[src/rtl/div_pkg.sv]
package div_pkg;

    // Default operand width of the divider
    localparam int DIV_W = 32;

    // Controller states
    typedef enum logic {
        ST_IDLE = 1'b0,
        ST_RUN  = 1'b1
    } div_state_e;

endpackage

[src/rtl/div_step.sv]
// One restoring iteration: rotate the pair, compare, conditionally subtract.
// The freed low bit receives the raw "less than" result (complemented quotient bit).
module div_step #(
    parameter int W = div_pkg::DIV_W
) (
    input  logic [W-1:0] rem_in,
    input  logic [W-1:0] quo_in,
    input  logic [W-1:0] dvsr,
    output logic [W-1:0] rem_out,
    output logic [W-1:0] quo_out
);
    logic         top_bit;
    logic [W-1:0] rem_sh;
    logic [W-1:0] sub_res;
    logic         below;

    always_comb begin
        top_bit = rem_in[W-1];
        rem_sh  = {rem_in[W-2:0], quo_in[W-1]};
        // widened compare keeps the bit rotated out of the top
        below   = ({top_bit, rem_sh} < {1'b0, dvsr});
        sub_res = rem_sh - dvsr;
        rem_out = below ? rem_sh : sub_res;
        quo_out = {quo_in[W-2:0], below};
    end
endmodule

[src/rtl/div_ctrl.sv]
// Sequencer: idle/run state, iteration counter, handshake outputs.
module div_ctrl #(
    parameter int W  = div_pkg::DIV_W,
    parameter int CW = $clog2(W)
) (
    input  logic clk,
    input  logic rst,
    input  logic start,
    output logic load,
    output logic step,
    output logic finish,
    output logic busy,
    output logic done
);
    import div_pkg::*;

    localparam logic [CW-1:0] LAST = CW'(W - 1);

    div_state_e    state_q;
    logic [CW-1:0] cnt_q;

    always_comb begin
        load   = (state_q == ST_IDLE) && start;
        step   = (state_q == ST_RUN);
        finish = step && (cnt_q == LAST);
        busy   = step;
    end

    always_ff @(posedge clk) begin
        if (rst) begin
            state_q <= ST_IDLE;
            cnt_q   <= '0;
            done    <= 1'b0;
        end else begin
            done <= finish;
            if (load) begin
                state_q <= ST_RUN;
                cnt_q   <= '0;
            end else if (finish) begin
                state_q <= ST_IDLE;
            end else if (step) begin
                cnt_q <= cnt_q + 1'b1;
            end
        end
    end
endmodule

[src/rtl/div_result.sv]
// Result registers: invert collected compare bits once and hold until next finish.
module div_result #(
    parameter int W = div_pkg::DIV_W
) (
    input  logic         clk,
    input  logic         rst,
    input  logic         finish,
    input  logic [W-1:0] quo_raw,
    input  logic [W-1:0] rem_fin,
    input  logic         zero_dvsr,
    output logic [W-1:0] quotient,
    output logic [W-1:0] remainder,
    output logic         div_by_zero
);
    always_ff @(posedge clk) begin
        if (rst) begin
            quotient    <= '0;
            remainder   <= '0;
            div_by_zero <= 1'b0;
        end else if (finish) begin
            quotient    <= ~quo_raw;
            remainder   <= rem_fin;
            div_by_zero <= zero_dvsr;
        end
    end
endmodule

[src/rtl/seq_divider.sv]
module seq_divider #(
    parameter int W = div_pkg::DIV_W
) (
    input  logic         clk,
    input  logic         rst,
    input  logic         start,
    input  logic [W-1:0] dividend,
    input  logic [W-1:0] divisor,
    output logic         busy,
    output logic         done,
    output logic [W-1:0] quotient,
    output logic [W-1:0] remainder,
    output logic         div_by_zero
);
    localparam int CW = $clog2(W);

    logic         load, step, finish;
    logic [W-1:0] rem_q, quo_q, dvsr_q;
    logic [W-1:0] rem_nx, quo_nx;

    div_ctrl #(.W(W), .CW(CW)) u_ctrl (
        .clk(clk), .rst(rst), .start(start),
        .load(load), .step(step), .finish(finish),
        .busy(busy), .done(done)
    );

    div_step #(.W(W)) u_step (
        .rem_in(rem_q), .quo_in(quo_q), .dvsr(dvsr_q),
        .rem_out(rem_nx), .quo_out(quo_nx)
    );

    always_ff @(posedge clk) begin
        if (rst) begin
            rem_q  <= '0;
            quo_q  <= '0;
            dvsr_q <= '0;
        end else if (load) begin
            rem_q  <= '0;
            quo_q  <= dividend;
            dvsr_q <= divisor;
        end else if (step) begin
            rem_q <= rem_nx;
            quo_q <= quo_nx;
        end
    end

    div_result #(.W(W)) u_res (
        .clk(clk), .rst(rst), .finish(finish),
        .quo_raw(quo_nx), .rem_fin(rem_nx), .zero_dvsr(dvsr_q == '0),
        .quotient(quotient), .remainder(remainder), .div_by_zero(div_by_zero)
    );
endmodule

[config.mk]
export PLATFORM = sky130hd
export DESIGN_NAME = seq_divider
export DESIGN_NICKNAME = d
export VERILOG_FILES = /design/src/rtl/div_pkg.sv /design/src/rtl/div_step.sv /design/src/rtl/div_ctrl.sv /design/src/rtl/div_result.sv /design/src/rtl/seq_divider.sv
export SDC_FILE = /design/constraint.sdc
export NUM_CORES = 1
export LEC_CHECK = 0
export ABC_AREA = 1
export BUFFER_PORTS_ARGS = -buffer_cell sky130_fd_sc_hd__buf_2
export CAP_MARGIN = 20
export CORE_ASPECT_RATIO = 0.5
export CORE_MARGIN = 5
export CORE_UTILIZATION = 50
export CTS_BUF_LIST = sky130_fd_sc_hd__clkbuf_16
export DETAILED_ROUTE_END_ITERATION = 12
export GPL_TIMING_DRIVEN = 0
export PLACE_DENSITY = 0.74
export SYNTH_ARGS = -nofsm -noshare
export SYNTH_HDL_FRONTEND = slang
export SYNTH_SLANG_ARGS = --single-unit
[constraint.sdc]
create_clock -name clk -period 4.2 [get_ports clk]
set_clock_uncertainty 0.15 [all_clocks]
set_input_delay 0.42 -clock clk [delete_from_list [all_inputs] [get_ports clk]]
set_output_delay 0.42 -clock clk [all_outputs]
set_load 0.01 [all_outputs]
# Word-level counts from Yosys, hierarchy flattened
# Index checks and enable logic that the tools add are counted.
# Widths: inputs -> output; s select.
# classes
n_addsub,2
magnitude_cmp,1
eq_ne,1
muxes,5
bitwise_logic,3
n_reduce_logical,7
# ops
op,count
$mux 32,3
$lt 33x32->1,1
$logic_not 32->1,1
$not 32->32,1
$sub 32x32->32,1
$add 5x1->5 const B,1
$eq 5x5->1 const B,1
$reduce_bool 2->1,2
$logic_and 1x1->1,2
$mux 1,2
$not 1->1,2
$reduce_and 2->1,1
$reduce_or 2->1,1
# word_totals
register_bits,168
in_bits,67
output_inout_bits,67
wordCells,28

# Longest topological paths before layout
# logic_depth
ltp_word,4
depth_mapped,17
mapped_depth_nobuf,16

# By module
# Synthesis repeated with hierarchy kept, for this count alone.
# hier_totals
cells_unflattened,1614
hier_area_um2,9839.4
# modules_own_cells
module,n_inst,cells_per_inst,area_per_inst_um2,seq_area_each_um2
seq_divider,1,517,3692.3,1921.8
div_step,1,672,3304.4,0.0
div_result,1,380,2507.4,1301.2
div_ctrl,1,45,335.3,140.1

# Worst setup path after synthesis
# OpenSTA, ideal clock, no wires.
# synth_path
kind,register -> register
startpoint,register dvsr_q[28]
endpoint,register rem_q[16]
setup_ns,0.109
arrival_time_ns,1.796
t_required_ns,3.941
slack_ns,2.145
stages_incl_launch_ff,16
path_buffers,1
synth_period_minus_slack_ns,2.055
path_cell_list,dfxtp_1 > inv_1 > ha_1 > nand2_1 > inv_2 > nand2_1 > nand2_1 > nand2_1 > nand3_1 > nor2_8 > nand2_8 > buf_8 > nand2_1 > nand3_1 > nand2_1 > inv_1
# synth_between
elab_chain_len,2
# synth_rtl
element,line,source
from (decl),seq_divider.sv:18,"logic [W-1:0] rem_q, quo_q, dvsr_q;"
from (signal assigned),seq_divider.sv:40,dvsr_q <= divisor;
$lt 33x32->1,div_step.sv:21,"below = ({top_bit, rem_sh} < {1'b0, dvsr});"
$mux 32,div_step.sv:23,rem_out = below ? rem_sh : sub_res;
to (signal assigned),seq_divider.sv:42,rem_q <= rem_nx;
to (decl),seq_divider.sv:18,
# No other way between the ends.
# A chain may end at the register's enable or synchronous reset.

# Worst setup path after layout
# layout_path
startpoint,register u_ctrl.cnt_q[0]
endpoint,register u_res.remainder[17]
# layout_between
elab_chain_len,2
# layout_rtl
element,line,source
from (decl),div_ctrl.sv:20,logic [CW-1:0] cnt_q;
from (signal assigned),div_ctrl.sv:42,cnt_q <= cnt_q + 1'b1;
$eq 5x5->1,div_ctrl.sv:25,finish = step && (cnt_q == LAST);
$logic_and 1x1->1,div_ctrl.sv:25,
to (signal assigned),div_result.sv:22,remainder <= rem_fin;
to (decl),div_result.sv:12,"output logic [W-1:0] remainder,"
# No other way between the ends.

==> impl_metrics.env <==
export IMPL_status="finished clean"
export IMPL_cts_root_buf="clkbuf_16"
export IMPL_hp_class="primary input to flip-flop"
export IMPL_ios=134
export IMPL_rows=35
export IMPL_ys_types=39
export IMPL_finalNetCount=1705
export IMPL_drive_gt1_frac=0.135
export IMPL_period_needed_ns=2.76
export IMPL_place_gp_congestion=0.961
export IMPL_post_cts_resized=0
export IMPL_vias_per_cell=5.14
export IMPL_fin_util=0.591
export IMPL_maxSlewHeadroom=0.492
export IMPL_path_max_fanout=10
export IMPL_wl_um=28500
export IMPL_setup_slack_ns=1.44
export IMPL_critPathKind="flip-flop to flip-flop"
export IMPL_vias=9537
export IMPL_postRouteAntennaNets=0
export IMPL_slowest_delay_ns=0.56
export IMPL_first_global_vias=8892
export IMPL_fin_crit_sh=0.658
export IMPL_pwr_share_comb=0.291
export IMPL_fp_coreArea_mm2=0.0183
export IMPL_critPathTopFamily="buffers and inverters"
export IMPL_clock_latency_ns=0.44
export IMPL_seq_area_frac_synth=0.361
export IMPL_p_leak_nw=5.81
export IMPL_cts_buffers=17
export IMPL_cts_setup_buffers=0
export IMPL_syn_mean_instance_area_um2=6.43
export IMPL_cts_buffer_depth=2
export IMPL_rsz0062_at_grt="false"
export IMPL_wl_met1_um=13900
export IMPL_wl_met2_um=12000
export IMPL_tns_ns=0
export IMPL_synth_nets=1553
export IMPL_rrSetupSlack_ns=1.44
export IMPL_final_cells=1856
export IMPL_area_growth_syn_to_layout_pct=16.3
export IMPL_synthCells=1451
export IMPL_whs_endpoint="quo_q[0]$_SDFFE_PP0P_"
export IMPL_antenna_found_initial=0
export IMPL_hold_path_startpoint="rst"
export IMPL_clk_pin_slew_ns=0.07
export IMPL_required_ns=4.41
export IMPL_holdPathStages=2
export IMPL_die_y_um=107
export IMPL_h_tree_depth=4
export IMPL_drv_slew=0
export IMPL_route_detailed_drc=0
export IMPL_netlist_area_leader_share=0.361
export IMPL_cap_violations=0
export IMPL_critPathLaunch="u_ctrl.cnt_q[0]$_SDFFE_PP0P_"
export IMPL_route_met3_wl_um=2210
export IMPL_whs_ns=0.0868
export IMPL_worst_path_buf_inv=4
export IMPL_powerDensity_mw_per_mm2=420
export IMPL_r2r_end="u_res.remainder[17]$_SDFFE_PP0P_"
export IMPL_startpoint_type="flip-flop"
export IMPL_hpwlAfterDp_um=22200
export IMPL_tightest_slew_ns=0.762
export IMPL_ir_drop_v=0.000333
export IMPL_cts_tree="done"
export IMPL_crit_arrival_ns=2.97
export IMPL_clkPwrFrac=0.334
export IMPL_n_antenna_cell=0
export IMPL_r2r_start="u_ctrl.cnt_q[0]$_SDFFE_PP0P_"
export IMPL_drt_pass1_iter_count=5
export IMPL_synthesis_area_mm2=0.00933
export IMPL_io_buffers=133
export IMPL_holdBufCountCts=0
export IMPL_drt_wirelength_per_cell_um=15.3
export IMPL_endpoint_kind="flip-flop"
export IMPL_initial_utilization=0.508
export IMPL_nFillCells=1826
export IMPL_max_clock_freq_mhz=362
export IMPL_grt_util_all_layers=0.261
export IMPL_grt_max_degree=18
export IMPL_yosys_warnings=0
export IMPL_swShare=0.371
export IMPL_yosys_register_bits=168
export IMPL_synth_area_leaders="dfxtp_1 (36%), nand2_1 (18%), inv_1 (9.8%)"
export IMPL_synthArstFlopShare=0
export IMPL_place_ws_ns=1.49
export IMPL_synth_main_ff_cell="dfxtp_1"
export IMPL_yosysTopAreaCell="dfxtp_1"
export IMPL_cp_slowest_cell="clkbuf_1"
export IMPL_numPlacedInstances=1824
export IMPL_dieArea_mm2=0.0217
export IMPL_switching_power_mw=1.69
export IMPL_p_int_mw=2.87
export IMPL_drtIter0Drc=613
export IMPL_rr_worst_depth=10
export IMPL_critical_path_cell_chain="ha_1 -> inv_1 -> nor3_1 -> ha_1 -> nand2_1 -> inv_1 -> clkbuf_1 -> clkbuf_1 -> o21ai_0 -> a31oi_1"
export IMPL_hold_viol_final=0
export IMPL_die_w_um=203
export IMPL_grt_pass1_wl_um=45300
export IMPL_synth_edf_count=0
export IMPL_p_seq_frac=0.374
export IMPL_finalSetupViolations=0
export IMPL_top_layer="met4"
export IMPL_clock_sinks=168
export IMPL_grt_ovfl_total=0
[stage by stage]
stage,area [µm²],power (mW)
final,10800,4.56
after CTS,10800,4.56
after global placement,10300,3.02
after global routing,10800,4.81
after detailed placement,10300,3.04
after floorplan,9330,2.69
[worst max path at each step]
stage                     depth (start not counted)                               end  slack [ns]
final                                            10  u_res.remainder[17]$_SDFFE_PP0P_        1.44
after global routing                             10  u_res.remainder[17]$_SDFFE_PP0P_        1.26
after global placement                           10  u_res.remainder[17]$_SDFFE_PP0P_        1.54
after CTS                                        10  u_res.remainder[17]$_SDFFE_PP0P_        1.44
after floorplan                                  15            rem_q[16]$_SDFFE_PP0P_        2.14
after detailed placement                         10  u_res.remainder[19]$_SDFFE_PP0P_        1.49
[placed cells by master, fill, tap and decap left out, types with 2 or more instances in the layout]
cell,synthesis,layout
nand3_1,112,112
o211ai_1,9,9
buf_1,6,6
nand3b_1,4,4
nor3_1,7,7
inv_1,244,245
clkbuf_1,40,40
nor2_2,3,3
clkinvlp_4,0,2
dfxtp_1,168,168
inv_2,3,3
o21bai_1,2,2
inv_8,0,2
buf_4,3,3
nand2_1,448,448
buf_2,6,139
xor2_1,14,14
nor4_1,6,6
o21ai_0,87,87
inv_6,0,7
clkbuf_16,0,17
nand4_1,8,8
a21oi_1,49,49
a31oi_1,24,24
nand3_2,7,7
and2_1,10,10
ha_1,34,34
o221ai_1,7,7
buf_8,2,2
nor2_1,112,112
nand2_2,24,24
[power groups by stage]
stage / registers (mW) / logic, mW / clock network, mW
2_1_floorplan: 1.73 / 0.957 / 0
3_3_place_gp: 1.74 / 1.28 / 0
3_5_place_dp: 1.74 / 1.30 / 0
4_1_cts: 1.70 / 1.31 / 1.54
5_1_grt: 1.71 / 1.48 / 1.62
6_report: 1.71 / 1.33 / 1.52
[logic make-up after synthesis]
family          share of synthesized area
compound gates                      0.107
xor+xnor                           0.0141
fa+ha+maj                          0.0478
buf+inv                             0.128
flops                               0.361
simple gates                        0.342
[state kept, by name, summed over array words and instances (netlist names)]
name and flops:
u_res.div_by_zero 1, u_res.quotient 32, rem_q 32, u_ctrl.done 1, dvsr_q 32, u_ctrl.cnt_q 5, quo_q 32, u_res.remainder 32
u_ctrl.busy 1
[cell usage after synthesis (2+ instances only)]
cell type,n
nor2_2,3
o221ai_1,7
inv_1,244
nor2_1,112
buf_4,3
a31oi_1,24
nand3_2,7
nand2_2,24
buf_1,6
nor4_1,6
xor2_1,14
nand3b_1,4
inv_2,3
nand3_1,112
a21oi_1,49
ha_1,34
clkbuf_1,40
o21bai_1,2
o21ai_0,87
nand2_1,448
dfxtp_1,168
buf_2,6
buf_8,2
nand4_1,8
nor3_1,7
o211ai_1,9
and2_1,10
[routing by layer]
layer,vias up,GRT usage
li1,4831,-
met1,4352,0.374
met2,325,0.410
met3,29,0.0532
met4,0,0.0582
met5,-,0
[final cells by class]
| type | instances | area, µm² | share of cell area |
|---|---|---|---|
| tap | 240 | 300 | 0.0277 |
| inverter | 247 | 927 | 0.0855 |
| timing repair buffer | 133 | 666 | 0.0614 |
| clock inverter | 15 | 131 | 0.0121 |
| buffer | 58 | 267 | 0.0246 |
| multi-input combinational | 978 | 4770 | 0.440 |
| clock buffer | 17 | 425 | 0.0392 |
| sequential | 168 | 3360 | 0.310 |
(Power assumes the default switching activity.)
